File: config.mk
export PLATFORM = sky130hd
export DESIGN_NAME = wdog_timer
export DESIGN_NICKNAME = d
export VERILOG_FILES = /design/src/rtl/wdog_pkg.sv /design/src/rtl/wdog_prescale.sv /design/src/rtl/wdog_refresh.sv /design/src/rtl/wdog_counter.sv /design/src/rtl/wdog_timer.sv
export SDC_FILE = /design/constraint.sdc
export NUM_CORES = 1
export LEC_CHECK = 0
export BUFFER_PORTS_ARGS = -buffer_cell sky130_fd_sc_hd__buf_4
export CAP_MARGIN = 20
export CORE_ASPECT_RATIO = 1.2
export CORE_MARGIN = 3
export CORE_UTILIZATION = 58
export CTS_BUF_LIST = sky130_fd_sc_hd__clkbuf_16
export CTS_CLUSTER_DIAMETER = 120
export CTS_CLUSTER_SIZE = 16
export DETAILED_ROUTE_END_ITERATION = 10
export PLACE_DENSITY = 0.78
export SKIP_LAST_GASP = 1
export SLEW_MARGIN = 20
export SYNTH_ARGS = -nofsm -noshare
export SYNTH_HDL_FRONTEND = slang
export SYNTH_HIERARCHICAL = 1
export SYNTH_SLANG_ARGS = --single-unit
File: constraint.sdc
create_clock -name clk_i -period 3.5 [get_ports clk_i]
set_clock_uncertainty 0.2 [all_clocks]
set_input_delay 0.35 -clock clk_i [delete_from_list [all_inputs] [get_ports clk_i]]
set_output_delay 0.35 -clock clk_i [all_outputs]
set_load 0.01 [all_outputs]
File: src/rtl/wdog_pkg.sv
package wdog_pkg;
  typedef struct packed {
    logic slot;
    logic arm;
    logic confirm;
  } strobe_t;
endpackage

File: src/rtl/wdog_prescale.sv
module wdog_prescale #(
  parameter int PRE_FAST = 2,
  parameter int PRE_SLOW = 32
) (
  input  logic clk_i,
  input  logic rst_ni,
  input  logic en_i,
  input  logic clr_i,
  input  logic slow_i,
  output logic tick_o
);
  localparam int PMAX = (PRE_SLOW > PRE_FAST) ? PRE_SLOW : PRE_FAST;
  localparam int PW   = (PMAX > 2) ? $clog2(PMAX) : 1;

  logic [PW-1:0] pre_q;
  logic [PW-1:0] last;

  assign last   = slow_i ? PW'(PRE_SLOW - 1) : PW'(PRE_FAST - 1);
  assign tick_o = en_i & (pre_q == last);

  always_ff @(posedge clk_i or negedge rst_ni) begin
    if (!rst_ni)     pre_q <= '0;
    else if (clr_i)  pre_q <= '0;
    else if (en_i)   pre_q <= tick_o ? '0 : pre_q + 1'b1;
  end

  a_r7_pre_frozen: assert property (@(posedge clk_i) disable iff (!rst_ni)
    (!en_i && !clr_i) |=> $stable(pre_q));
endmodule

File: src/rtl/wdog_refresh.sv
module wdog_refresh
  import wdog_pkg::*;
(
  input  logic    clk_i,
  input  logic    rst_ni,
  input  strobe_t stb_i,
  output logic    valid_o
);
  logic armed_q;

  // armed only across one slot boundary
  always_ff @(posedge clk_i or negedge rst_ni) begin
    if (!rst_ni)        armed_q <= 1'b0;
    else if (stb_i.slot) armed_q <= stb_i.arm;
  end

  assign valid_o = stb_i.slot & stb_i.confirm & armed_q;

  a_r5_arm_kept_between_slots: assert property (@(posedge clk_i) disable iff (!rst_ni)
    !stb_i.slot |=> $stable(armed_q));
endmodule

File: src/rtl/wdog_counter.sv
module wdog_counter #(
  parameter int LO_W = 8,
  parameter int HI_W = 7
) (
  input  logic            clk_i,
  input  logic            rst_ni,
  input  logic            tick_i,
  input  logic            load_i,
  input  logic [HI_W-1:0] load_hi_i,
  output logic            timeout_o,
  output logic [LO_W+HI_W-1:0] cnt_o
);
  localparam int CW = LO_W + HI_W;

  logic [CW-1:0] cnt_q;

  assign timeout_o = tick_i & ~load_i & (&cnt_q);
  assign cnt_o     = cnt_q;

  always_ff @(posedge clk_i or negedge rst_ni) begin
    if (!rst_ni)        cnt_q <= '0;
    else if (load_i)    cnt_q <= {load_hi_i, {LO_W{1'b0}}};
    else if (timeout_o) cnt_q <= '0;
    else if (tick_i)    cnt_q <= cnt_q + 1'b1;
  end
endmodule

File: src/rtl/wdog_timer.sv
module wdog_timer
  import wdog_pkg::*;
#(
  parameter int LO_W     = 8,
  parameter int HI_W     = 7,
  parameter int PRE_FAST = 2,
  parameter int PRE_SLOW = 32,
  parameter int RST_CYC  = 24
) (
  input  logic          clk_i,
  input  logic          rst_ni,
  input  logic          start_pin_i,
  input  logic          slot_i,
  input  logic          arm_i,
  input  logic          confirm_i,
  input  logic          rel_we_i,
  input  logic [HI_W:0] rel_data_i,
  input  logic          halt_i,
  output logic          rst_req_o,
  output logic          wdt_flag_o,
  output logic          running_o
);
  localparam int CW = LO_W + HI_W;
  localparam int RW = $clog2(RST_CYC + 1);

  logic          boot_q, run_q, flag_q;
  logic [HI_W:0] rel_q;
  logic [RW-1:0] pulse_q;
  logic          refresh, tick, timeout, cnt_en;
  logic [CW-1:0] cnt;
  strobe_t       stb;

  assign stb       = '{slot: slot_i, arm: arm_i, confirm: confirm_i};
  assign rst_req_o = (pulse_q != '0);
  assign cnt_en    = run_q & ~halt_i & ~rst_req_o;

  wdog_refresh u_refresh (
    .clk_i   (clk_i),
    .rst_ni  (rst_ni),
    .stb_i   (stb),
    .valid_o (refresh)
  );

  wdog_prescale #(.PRE_FAST(PRE_FAST), .PRE_SLOW(PRE_SLOW)) u_pre (
    .clk_i  (clk_i),
    .rst_ni (rst_ni),
    .en_i   (cnt_en),
    .clr_i  (refresh | timeout),
    .slow_i (rel_q[HI_W]),
    .tick_o (tick)
  );

  wdog_counter #(.LO_W(LO_W), .HI_W(HI_W)) u_cnt (
    .clk_i     (clk_i),
    .rst_ni    (rst_ni),
    .tick_i    (tick),
    .load_i    (refresh),
    .load_hi_i (rel_q[HI_W-1:0]),
    .timeout_o (timeout),
    .cnt_o     (cnt)
  );

  // start pin taken on the first edge after reset release
  always_ff @(posedge clk_i or negedge rst_ni) begin
    if (!rst_ni) begin
      boot_q <= 1'b0;
      run_q  <= 1'b0;
    end else begin
      boot_q <= 1'b1;
      if (refresh)      run_q <= 1'b1;
      else if (!boot_q) run_q <= start_pin_i;
    end
  end

  always_ff @(posedge clk_i or negedge rst_ni) begin
    if (!rst_ni)       rel_q <= '0;
    else if (timeout)  rel_q <= '0;
    else if (rel_we_i) rel_q <= rel_data_i;
  end

  always_ff @(posedge clk_i or negedge rst_ni) begin
    if (!rst_ni) begin
      pulse_q <= '0;
      flag_q  <= 1'b0;
    end else if (timeout) begin
      pulse_q <= RW'(RST_CYC);
      flag_q  <= 1'b1;
    end else if (pulse_q != '0) begin
      pulse_q <= pulse_q - 1'b1;
    end
  end

  assign wdt_flag_o = flag_q;
  assign running_o  = run_q;

  a_r2_boot_sample: assert property (@(posedge clk_i) disable iff (!rst_ni)
    (!boot_q && !refresh) |=> (run_q == $past(start_pin_i)));

  a_r4_refresh_load: assert property (@(posedge clk_i) disable iff (!rst_ni)
    refresh |=> (cnt[CW-1:LO_W] == $past(rel_q[HI_W-1:0])) && (cnt[LO_W-1:0] == '0));

  a_r7_halt_freeze: assert property (@(posedge clk_i) disable iff (!rst_ni)
    (halt_i && !refresh) |=> $stable(cnt));

  a_r8_timeout_pulse: assert property (@(posedge clk_i) disable iff (!rst_ni)
    timeout |=> (rst_req_o && wdt_flag_o));

  a_r9_timeout_clear: assert property (@(posedge clk_i) disable iff (!rst_ni)
    timeout |=> (rel_q == '0) && (cnt == '0) && run_q);

  a_r10_no_stop: assert property (@(posedge clk_i) disable iff (!rst_ni)
    (run_q && boot_q) |=> run_q);

  a_r10_flag_sticky: assert property (@(posedge clk_i) disable iff (!rst_ni)
    flag_q |=> flag_q);
endmodule

==> results of run 1 <==
-- cells in the mapped netlist (all sizes together), types with 2 or more instances --
| cell | instances | area, µm² |
|---|---|---|
| buf | 7 | 60.1 |
| or3b | 2 | 17.5 |
| nor2 | 18 | 67.6 |
| inv | 7 | 26.3 |
| ha | 3 | 37.5 |
| mux2i | 8 | 80.1 |
| o21ai | 11 | 55.1 |
| and2 | 5 | 31.3 |
| and3 | 4 | 26.3 |
| or3 | 3 | 25.0 |
| and4 | 4 | 35.0 |
| nand4 | 8 | 77.6 |
| nor3b | 4 | 35.0 |
| xnor2 | 2 | 17.5 |
| o22a | 4 | 35.0 |
| a211o | 2 | 17.5 |
| nand3b | 3 | 22.5 |
| clkbuf | 2 | 7.51 |
| a21oi | 2 | 10.0 |
| xor2 | 4 | 35.0 |
| dfrtp | 37 | 926 |
| nand3 | 9 | 45.0 |
| a31oi | 3 | 18.8 |
| or4 | 2 | 15.0 |
| or2 | 3 | 18.8 |
| nor4 | 3 | 33.8 |
| nor2b | 4 | 25.0 |
| nand2 | 13 | 48.8 |
| o32ai | 2 | 25.0 |
| nor3 | 6 | 30.0 |
-- per-layer routing --
layer / vias up / global-route usage / share of wire
met5: - / 0 / 0
met4: 0 / 0.0739 / 0.0086
met3: 6 / 0.0675 / 0.064
met2: 71 / 0.383 / 0.51
met1: 811 / 0.315 / 0.41
li1: 778 / - / -
-- power by group through the flow --
| stage | Combinational (mW) | Clock, mW | Sequential [mW] |
|---|---|---|---|
| global placement | 0.158 | 0 | 0.554 |
| floorplan | 0.124 | 0 | 0.541 |
| finish | 0.173 | 0.574 | 0.557 |
| global route | 0.196 | 0.605 | 0.567 |
| CTS | 0.174 | 0.583 | 0.554 |
| detailed placement | 0.168 | 0 | 0.560 |
-- stage by stage --
stage          power (mW)  hold slack (ns)
6_report             1.30            0.110
3_5_place_dp        0.727            0.137
2_1_floorplan       0.665           -0.146
5_1_grt              1.37            0.107
3_3_place_gp        0.712            0.134
4_1_cts              1.31            0.106
-- path summary, 6_finish.rpt --
check | end | slack (ns) | from | cells past startpoint
worst min register to register | wdt_flag_o | 0.28 | wdt_flag_o | 1
worst min-delay path | u_refresh/armed_q | 0.11 | arm_i | 2
worst max register to register | u_cnt/cnt_o[8] | 0.37 | pulse_q[0] | 9
max in group asynchronous | u_cnt/cnt_o[9] | 2.41 | rst_ni | 2
min in group asynchronous | u_cnt/cnt_o[1] | 0.37 | rst_ni | 2
worst max-delay path | u_cnt/cnt_o[8] | 0.37 | pulse_q[0] | 9
-- flip-flops by register name, summed over array words and instances (netlist names) --
signal / flops
wdt_flag_o: 1
u_cnt/cnt_o: 15
running_o: 1
u_pre/pre_q: 5
pulse_q: 5
rel_q: 8
u_refresh/armed_q: 1
boot_q: 1
-- worst register-to-register path, cell delays in order (launching register included) --
cell and delay, ns:
sky130_fd_sc_hd__dfrtp_1 0.40, sky130_fd_sc_hd__inv_1 0.06, sky130_fd_sc_hd__ha_1 0.20, sky130_fd_sc_hd__or4b_1 0.61, sky130_fd_sc_hd__nor3b_2 0.25, sky130_fd_sc_hd__and3_1 0.25, sky130_fd_sc_hd__buf_4 0.21, sky130_fd_sc_hd__nand2_1 0.19
sky130_fd_sc_hd__or2_1 0.34, sky130_fd_sc_hd__o41ai_1 0.29
-- area by class of cell --
cell class                 count  area (µm²)  area share
multi-input combinational    149        1030       0.432
sequential                    37         926       0.387
timing repair buffer          22         168      0.0702
clock buffer                   5         125      0.0524
clock inverter                 3        65.1      0.0272
tap                           37        46.3      0.0194
inverter                       7        26.3      0.0110
-- kinds of logic after synthesis --
family | share of synthesized area
compound gates | 0.125
xor+xnor | 0.0256
other cells | 0.00183
simple gates | 0.286
flops | 0.451
fa+ha+maj | 0.0183
buf+inv | 0.0457
mux | 0.0463
==> impl_results.md, run 1 <==
* Run status: complete, no violations
* Yosys Warn Count at 6
* Initial core utilization at 0.610
* RSZ-0062 raised after global routing: false
* Initial antenna violation count at 0
* Area delta synth->final at 16.4%
* Clock share of power at 0.440
* Level count of the clock H-tree at 2
* Cell area after placement at 2190 µm²
* CTS root buffer: sky130_fd_sc_hd__clkbuf_16
* Largest net degree at the start of global routing at 38
* Cell at the slowest stage of the critical path: sky130_fd_sc_hd__or4b_1
* Maximum capacitance violations at 0
* Crit path setup slack, layout at 0.366 ns
* Hold buffers post-CTS at 1
* Leading register cell type out of synthesis: sky130_fd_sc_hd__dfrtp_1
* Vias after detailed routing at 1666
* Buffer and inverter count on the worst path at 2
* Global placer's final weighted congestion at 0.847
* Top-Level Pins at 19
* Sequential group share of total power at 0.427
* Post-route fraction of the period consumed by the critical path at 0.896
* Sort of element at the end of the critical path: flip-flop
* Number of cells in the design after placement at 251
* Area of the core at 3370 µm²
* Setup TNS Final at 0 ns
* Worst stage delay on the critical path at 0.61 ns
* Synth async-reset ratio at 1.00
* Final setup fails at 0
* Finished Core Util at 0.710
* Post-synth net total at 221
* Overall routed net length at 4.53 mm
* Type of element launching the critical path: flip-flop
* Finished layout cell area at 2390 µm²
* Cell family contributing the most delay on the critical path: simple AND/OR/NAND/NOR gates
* Width of the die at 60.3 µm
* Ratio of total power to cell area at 546 nW/µm²
* Overall die area at 4290 µm²
* Mapped Avg Cell Area at 10.2 µm²
* Rel. slew slack at 0.567
* Number of diodes added for antenna fixing at 0
* Via-to-Cell Ratio at 6.41
* Min cycle time layout at 3.13 ns
* Placement row count at 23
* Post-CTS Resized at 0
* Die height at 71.2 µm
* Maximum fanout along the worst path at 14
* Distinct cells, synth at 58
* Post-CTS setup buffer count at 0
* Internal power at 981 µW
* GRT Resource Usage Total at 0.241
* Maximum vdd ir drop at 0.461 mV
* Cell-by-cell trace of the critical path: inv_1, ha_1, or4b_1, nor3b_2, and3_1, buf_4, nand2_1, or2_1, o41ai_1
* Final standard cell count with taps included and fillers excluded at 260
* Pre-CTS setup slack at 0.434 ns
* Initial drt markers at 108
* Most common library cell in the layout ignoring fill and taps: sky130_fd_sc_hd__dfrtp_1
* Buffers from clock root to sink, at most at 2
* Lkg Pwr at 1.12 nW
* Detailed Routing Iterations Pass 1 at 5
* Clock buffers created by TritonCTS at 5
* Post-Syn Area at 2050 µm²
* Number of enable-type register cells in the synthesized netlist at 0
* Start-to-end type of the worst setup path: flip-flop to flip-flop
* Highest achievable clock rate at 319 MHz
* Source-to-sink clock delay at the later pin of the worst-skew pair at 0.28 ns
* Number of global-route vias before repair at 1721
* First-pass GRT wire length at 7.87 mm
* Proportion of layout cells with a drive suffix above 1 at 0.197
* Class of the most critical hold timing path: input port to flip-flop
* Count of nets after finishing at 241
* Final hold violations at 0
* Clock sinks at 37
* HPWL after DPL at 3.04 mm
* Wire length per cell after detailed routing at 17.4 µm
* Clock tree from TritonCTS: built
* Sequential element share of the synthesized area at 0.451
* Data arrival time of the worst path at 3.09 ns
* DRC violations left at 0
* Mapped Cells at 202
* Highest-count cells in the layout ignoring fill and taps: sky130_fd_sc_hd__dfrtp_1, sky130_fd_sc_hd__buf_4, sky130_fd_sc_hd__nor2_1
* Transition time of the tightest slew-check pin at 0.645 ns
* Relative contribution of combinational cells to total power at 0.133
* Share of total power consumed by net switching at 0.248
* Number of port buffers at 18
* Clock-pin transition on the worst setup and hold timing paths at 0.06 ns
* Yosys reg bits at 37
* Data required time of the worst path at 3.46 ns
* Global route overflow at 0
* Max-slew violation total from the final report at 0
* Sw power at 323 µW
* Number of nets with antenna violations after routing at 0
* Fillcell total at 251
Power figures use the tool's default switching activity.
==> inputs of run 2 (changes only) <==
Settings changed: ABC_AREA set to 0.
Clock period 3.5 ns to 3.4 ns, I/O delays scaled along.
==> run 2 against run 1 <==
Core utilization unchanged. First-iteration DRC count fell by 56%. Clock power up 3%. Combinational power increased by 2%. Non-clock buffer count is the same. Sequential power rose by 3%. Power increased by 2.7%. Maximum frequency is 1.1% lower. Sequential cell count did not move. Hold slack worse by 0.0048 ns. Register-to-register slack worse by 0.13 ns. Routed wire length fell by 3.0%. Critical endpoint unchanged. Highest routed layer unchanged.
==> impl_results.md, run 2 (synthesis results as in run 1) <==
* Top-Level Pins at 19
* Post-route total power at 1.34 mW
* Number of nets with antenna violations after routing at 0
* Global placer's final weighted congestion at 0.844
* Pre-CTS setup slack at 0.278 ns
* Buffers from clock root to sink, at most at 2
* Cell-by-cell trace of the critical path: inv_1, ha_1, or4b_1, nor3b_2, and3_1, buf_4, nand2_1, or2_1, o41ai_1
* Via-to-Cell Ratio at 6.35
* Placement row count at 23
* Lkg Pwr at 1.12 nW
* Data required time of the worst path at 3.35 ns
* Class of the most critical hold timing path: input port to flip-flop
* Area delta synth->final at 16.4%
* DRC violations left at 0
* Transition time of the tightest slew-check pin at 0.629 ns
* Detailed Routing Iterations Pass 1 at 5
* Source-to-sink clock delay at the later pin of the worst-skew pair at 0.27 ns
* Clock-pin transition on the worst setup and hold timing paths at 0.05 ns
* Number of diodes added for antenna fixing at 0
* Worst hold slack at 0.105 ns
* RSZ-0062 raised after global routing: false
* Post-route fraction of the period consumed by the critical path at 0.932
* Run status: complete, no violations
* Worst stage delay on the critical path at 0.61 ns
* Rel. slew slack at 0.577
* GRT Resource Usage Total at 0.227
* Initial antenna violation count at 0
* Sort of element at the end of the critical path: flip-flop
* Max-slew violation total from the final report at 0
* Finished Core Util at 0.710
* Fillcell total at 249
* Min cycle time layout at 3.17 ns
* Number of port buffers at 18
* Start-to-end type of the worst setup path: flip-flop to flip-flop
* Post-CTS setup buffer count at 0
* CTS root buffer: sky130_fd_sc_hd__clkbuf_16
* Initial core utilization at 0.610
* Clock buffers created by TritonCTS at 5
* Highest achievable clock rate at 316 MHz
* Overall routed net length at 4.39 mm
* HPWL after DPL at 2.98 mm
* Ratio of total power to cell area at 560 nW/µm²
* Crit path setup slack, layout at 0.232 ns
* Data arrival time of the worst path at 3.12 ns
* Clock sinks at 37
* Vias after detailed routing at 1651
* Maximum capacitance violations at 0
* First-pass GRT wire length at 7.48 mm
* Count of nets after finishing at 241
* Level count of the clock H-tree at 2
* Final hold violations at 0
* Global route overflow at 0
* Clock tree from TritonCTS: built
* Overall die area at 4290 µm²
* Type of element launching the critical path: flip-flop
* Number of global-route vias before repair at 1666
* Die height at 71.2 µm
* Highest-count cells in the layout ignoring fill and taps: sky130_fd_sc_hd__dfrtp_1, sky130_fd_sc_hd__buf_4, sky130_fd_sc_hd__nor2_1
* Wire length per cell after detailed routing at 16.9 µm
* Maximum vdd ir drop at 0.422 mV
* Width of the die at 60.3 µm
* Cell at the slowest stage of the critical path: sky130_fd_sc_hd__or4b_1
* Setup TNS Final at 0 ns
* Maximum fanout along the worst path at 14
* Area of the core at 3370 µm²
* Proportion of layout cells with a drive suffix above 1 at 0.197
* Largest net degree at the start of global routing at 38
* Flip-flop count of the largest register after layout at 15
* Most common library cell in the layout ignoring fill and taps: sky130_fd_sc_hd__dfrtp_1
* Final setup fails at 0
* Initial drt markers at 48
-- run 2: cell counts in the layout (fill, tap and decap cells not counted) --
No cell type changed its count.
-- run 2: critical path: cells and delay by family (launching register included) --
family | cells | cell delay, ns
adders and majority gates | 1 | 0.22
buffers and inverters | 2 | 0.29
DFF | 1 | 0.39
AOI/OAI and AO/OA | 1 | 0.32
and+or+nand+nor | 5 | 1.62
-- run 2: final timing paths --
check / start / to / depth (start not counted) / slack (ns)
setup / recovery: pulse_q[1] / u_cnt/cnt_o[8] / 9 / 0.23
hold / removal: arm_i / u_refresh/armed_q / 2 / 0.10
min in group asynchronous: rst_ni / u_cnt/cnt_o[6] / 2 / 0.35
setup reg to reg: pulse_q[1] / u_cnt/cnt_o[8] / 9 / 0.23
hold reg to reg: wdt_flag_o / wdt_flag_o / 1 / 0.30
max in group asynchronous: rst_ni / u_cnt/cnt_o[13] / 2 / 2.31
-- run 2: timing repair --
action                                 CTS  global route
hold buffers                             1             0
endpoints found under the hold margin   37             0
setup endpoints to repair                0             0
gates resized for setup                  0             0
-- run 2: layer usage --
layer,global-route usage,routed length [µm],up-vias
met4,0.0837,106,0
met1,0.289,1890,804
li1,-,-,781
met5,0,0,-
met3,0.0493,208,14
met2,0.371,2190,52
-- run 2: area by class of cell --
| cell class | count | area (µm²) | share of cell area |
|---|---|---|---|
| tap | 37 | 46.3 | 0.0194 |
| timing repair buffer | 22 | 168 | 0.0702 |
| clock inverter | 3 | 65.1 | 0.0272 |
| inverter | 7 | 26.3 | 0.0110 |
| sequential | 37 | 926 | 0.387 |
| clock buffer | 5 | 125 | 0.0524 |
| multi-input combinational | 149 | 1030 | 0.432 |
-- run 2: stage by stage --
step	instance area, µm²	instances
floorplan	2050	202
global placement	2190	251
detailed placement	2190	251
CTS	2390	260
global route	2390	260
finish	2390	260
-- run 2: report_power, final --
part / switching (mW) / internal (mW) / total [mW]
clock network: 0.172 / 0.418 / 0.590
registers: 0.0749 / 0.498 / 0.572
logic: 0.0830 / 0.0937 / 0.177
==> inputs of run 3 (changes only) <==
Settings changed: ABC_AREA 0 to 1.
==> run 3 against run 2 <==
Final cell count is 22% higher. Synthesized area stayed put. Clock power is 29% lower. Maximum frequency is 3.8% higher. Final area is 1.6% lower. Largest cell class unchanged. Routed wire length is 8.2% lower. Via count is 1.9% higher. Core utilization is 1.2 points lower. Largest power group is now sequential cells.
==> impl_results.md, run 3 <==
* Relative contribution of combinational cells to total power at 0.193
* Count of nets after finishing at 298
* Yosys Warn Count at 6
* Finished Core Util at 0.698
* Lkg Pwr at 1.17 nW
* Transition time of the tightest slew-check pin at 0.558 ns
* Highest-count cells in the layout ignoring fill and taps: sky130_fd_sc_hd__nand2_1, sky130_fd_sc_hd__dfrtp_1, sky130_fd_sc_hd__inv_1
* HPWL after DPL at 2.82 mm
* Distinct cells, synth at 30
* Flip-flop count of the largest register after layout at 15
* Share of total power consumed by net switching at 0.304
* DRC violations left at 0
* Number of global-route vias before repair at 1732
* Largest net degree at the start of global routing at 38
* Area delta synth->final at 14.5%
* Clock share of power at 0.328
* Initial drt markers at 78
* Via-to-Cell Ratio at 5.32
* Data required time of the worst path at 3.37 ns
* Placement row count at 23
* R2r startpoint: pulse_q[0]
* Maximum fanout along the worst path at 6
* Fillcell total at 267
* Leading register cell type out of synthesis: sky130_fd_sc_hd__dfrtp_1
* Top-Level Pins at 19
* Final standard cell count with taps included and fillers excluded at 316
* Source-to-sink clock delay at the later pin of the worst-skew pair at 0.28 ns
* Clock sinks at 37
* Start-to-end type of the worst setup path: flip-flop to flip-flop
* Synth top area cells: sky130_fd_sc_hd__dfrtp_1, sky130_fd_sc_hd__nand2_1, sky130_fd_sc_hd__inv_1, sky130_fd_sc_hd__nand3_1, sky130_fd_sc_hd__nor2_1
* RSZ-0062 raised after global routing: false
* Detailed Routing Iterations Pass 1 at 4
* Setup TNS Final at 0 ns
* Buffers from clock root to sink, at most at 2
* Post-synth net total at 275
* Sequential element share of the synthesized area at 0.451
* Overall die area at 4290 µm²
* Width of the die at 60.3 µm
* Number of nets with antenna violations after routing at 0
* CTS root buffer: sky130_fd_sc_hd__clkbuf_16
* First-pass GRT wire length at 7.21 mm
* Ratio of total power to cell area at 546 nW/µm²
* GRT Resource Usage Total at 0.224
* Rel. slew slack at 0.625
* Type of element launching the critical path: flip-flop
* Maximum vdd ir drop at 0.414 mV
* Maximum capacitance violations at 0
* Area of the core at 3370 µm²
* Vias after detailed routing at 1682
* Global route overflow at 0
* Initial antenna violation count at 0
* Die height at 71.2 µm
* Sequential group share of total power at 0.479
* Proportion of netlist area held by the largest area contributor at 0.451
* Source of the critical timing path: pulse_q[0]
* Most common library cell in the layout ignoring fill and taps: sky130_fd_sc_hd__nand2_1
* Internal power at 894 µW
* Number of enable-type register cells in the synthesized netlist at 0
* Overall routed net length at 4.03 mm
* Commonest cells in the netlist: sky130_fd_sc_hd__nand2_1, sky130_fd_sc_hd__dfrtp_1, sky130_fd_sc_hd__inv_1
* Most frequent cell after synthesis: sky130_fd_sc_hd__nand2_1
* Level count of the clock H-tree at 2
* Cell area after placement at 2210 µm²
* Clock tree from TritonCTS: built
* Final hold violations at 0
* Data arrival time of the worst path at 3.02 ns
* Clock-pin transition on the worst setup and hold timing paths at 0.05 ns
* Global placer's final weighted congestion at 0.850
* Number of diodes added for antenna fixing at 0
* Worst hold path startpoint: arm_i
* Max-slew violation total from the final report at 0
* Proportion of layout cells with a drive suffix above 1 at 0.165
* Min cycle time layout at 3.05 ns
* Area taken by multi-input logic gates at 962 µm²
* Worst hold slack at 0.0636 ns
* Number of port buffers at 18
* Synth async-reset ratio at 1.00
* Number of cells in the design after placement at 308
* Post-route fraction of the period consumed by the critical path at 0.897
* Class of the most critical hold timing path: input port to flip-flop
* Initial core utilization at 0.610
* Sort of element at the end of the critical path: flip-flop
* Mapped Cells at 256
* Finished layout cell area at 2350 µm²
* Combined flip-flop and latch cell area at 926 µm²
* Mapped Avg Cell Area at 8.02 µm²
* Wire length per cell after detailed routing at 12.8 µm
* Sw power at 390 µW
* Clock buffers created by TritonCTS at 5
* Run status: complete, no violations
* Highest achievable clock rate at 328 MHz
* Final setup fails at 0
* Post-Syn Area at 2050 µm²
* Yosys reg bits at 37
* Cell type with the largest total area after synthesis: sky130_fd_sc_hd__dfrtp_1
run 3: cell types whose count changed after synthesis, moves of 4 or more:
cell,previous run,this run
sky130_fd_sc_hd__a22oi_1,1,7
sky130_fd_sc_hd__and2_1,5,0
sky130_fd_sc_hd__and4_1,4,0
sky130_fd_sc_hd__inv_1,7,31
sky130_fd_sc_hd__mux2i_1,8,0
sky130_fd_sc_hd__nand2_1,13,70
sky130_fd_sc_hd__nand3_1,9,21
sky130_fd_sc_hd__nand4_1,5,10
sky130_fd_sc_hd__nor2_1,18,22
sky130_fd_sc_hd__nor2b_1,4,0
sky130_fd_sc_hd__nor3_1,6,2
sky130_fd_sc_hd__o21ai_2,0,9
sky130_fd_sc_hd__o22a_1,4,0
run 3: metal layers:
| layer | global-route usage | routed length [µm] |
|---|---|---|
| met1 | 0.265 | 1690 |
| met2 | 0.356 | 1960 |
| met3 | 0.0639 | 227 |
| met4 | 0.128 | 147 |
| met5 | 0 | 0 |
run 3: worst paths after layout:
kind	to	slack (ns)	cells past startpoint
setup / recovery	u_pre/pre_q[2]	0.35	15
hold / removal	u_refresh/armed_q	0.06	3
hold reg to reg	running_o	0.26	1
min in group asynchronous	u_cnt/cnt_o[5]	0.36	2
max in group asynchronous	pulse_q[4]	2.32	2
setup reg to reg	u_pre/pre_q[2]	0.35	15
run 3: worst max-delay path: stages (launching register included):
cell and delay (ns):
sky130_fd_sc_hd__dfrtp_1 0.37, sky130_fd_sc_hd__inv_1 0.11, sky130_fd_sc_hd__ha_1 0.25, sky130_fd_sc_hd__nand3_2 0.17, sky130_fd_sc_hd__nor3b_1 0.27, sky130_fd_sc_hd__nand2_1 0.08, sky130_fd_sc_hd__inv_1 0.09, sky130_fd_sc_hd__nand2_2 0.08
sky130_fd_sc_hd__inv_1 0.08, sky130_fd_sc_hd__inv_1 0.06, sky130_fd_sc_hd__or2_4 0.24, sky130_fd_sc_hd__nor3_1 0.49, sky130_fd_sc_hd__or2_2 0.24, sky130_fd_sc_hd__inv_1 0.07, sky130_fd_sc_hd__nand4_1 0.10, sky130_fd_sc_hd__nand2_1 0.05
run 3: through the flow:
step           power, mW  setup slack, ns
2_1_floorplan      0.785            0.427
3_3_place_gp       0.860            0.497
3_5_place_dp       0.866            0.353
4_1_cts             1.29            0.301
5_1_grt             1.37           0.0539
6_report            1.28            0.349
run 3: layout make-up:
cell class	count	share of cell area
clock inverter	2	0.00319
tap	37	0.0197
sequential	37	0.394
timing repair buffer	21	0.0681
inverter	33	0.0527
multi-input combinational	181	0.409
clock buffer	5	0.0532
run 3: kinds of logic after synthesis:
kind of cell             Yosys count  share of synthesized area
flip-flops                        37                      0.451
buffers and inverters             38                     0.0817
AND/OR/NAND/NOR                  138                      0.302
adder cells (fa/ha/maj)            3                     0.0183
other                              1                    0.00183
AO/OA/AOI/OAI                     30                      0.107
XOR/XNOR                           9                     0.0384
run 3: power groups by stage:
| stage | clock network, mW | registers (mW) | logic [mW] |
|---|---|---|---|
| global placement | 0 | 0.620 | 0.240 |
| detailed placement | 0 | 0.619 | 0.247 |
| finish | 0.421 | 0.614 | 0.248 |
| CTS | 0.431 | 0.614 | 0.250 |
| floorplan | 0 | 0.596 | 0.189 |
| global route | 0.450 | 0.630 | 0.288 |
run 3: repair_timing:
| item | 4_1_cts | 5_1_grt |
|---|---|---|
| resized for setup | 0 | 1 |
| hold buffers | 1 | 0 |
| setup endpoints to repair | 0 | 1 |
| buffers inserted | 0 | 0 |
| endpoints found under the hold margin | 37 | 0 |
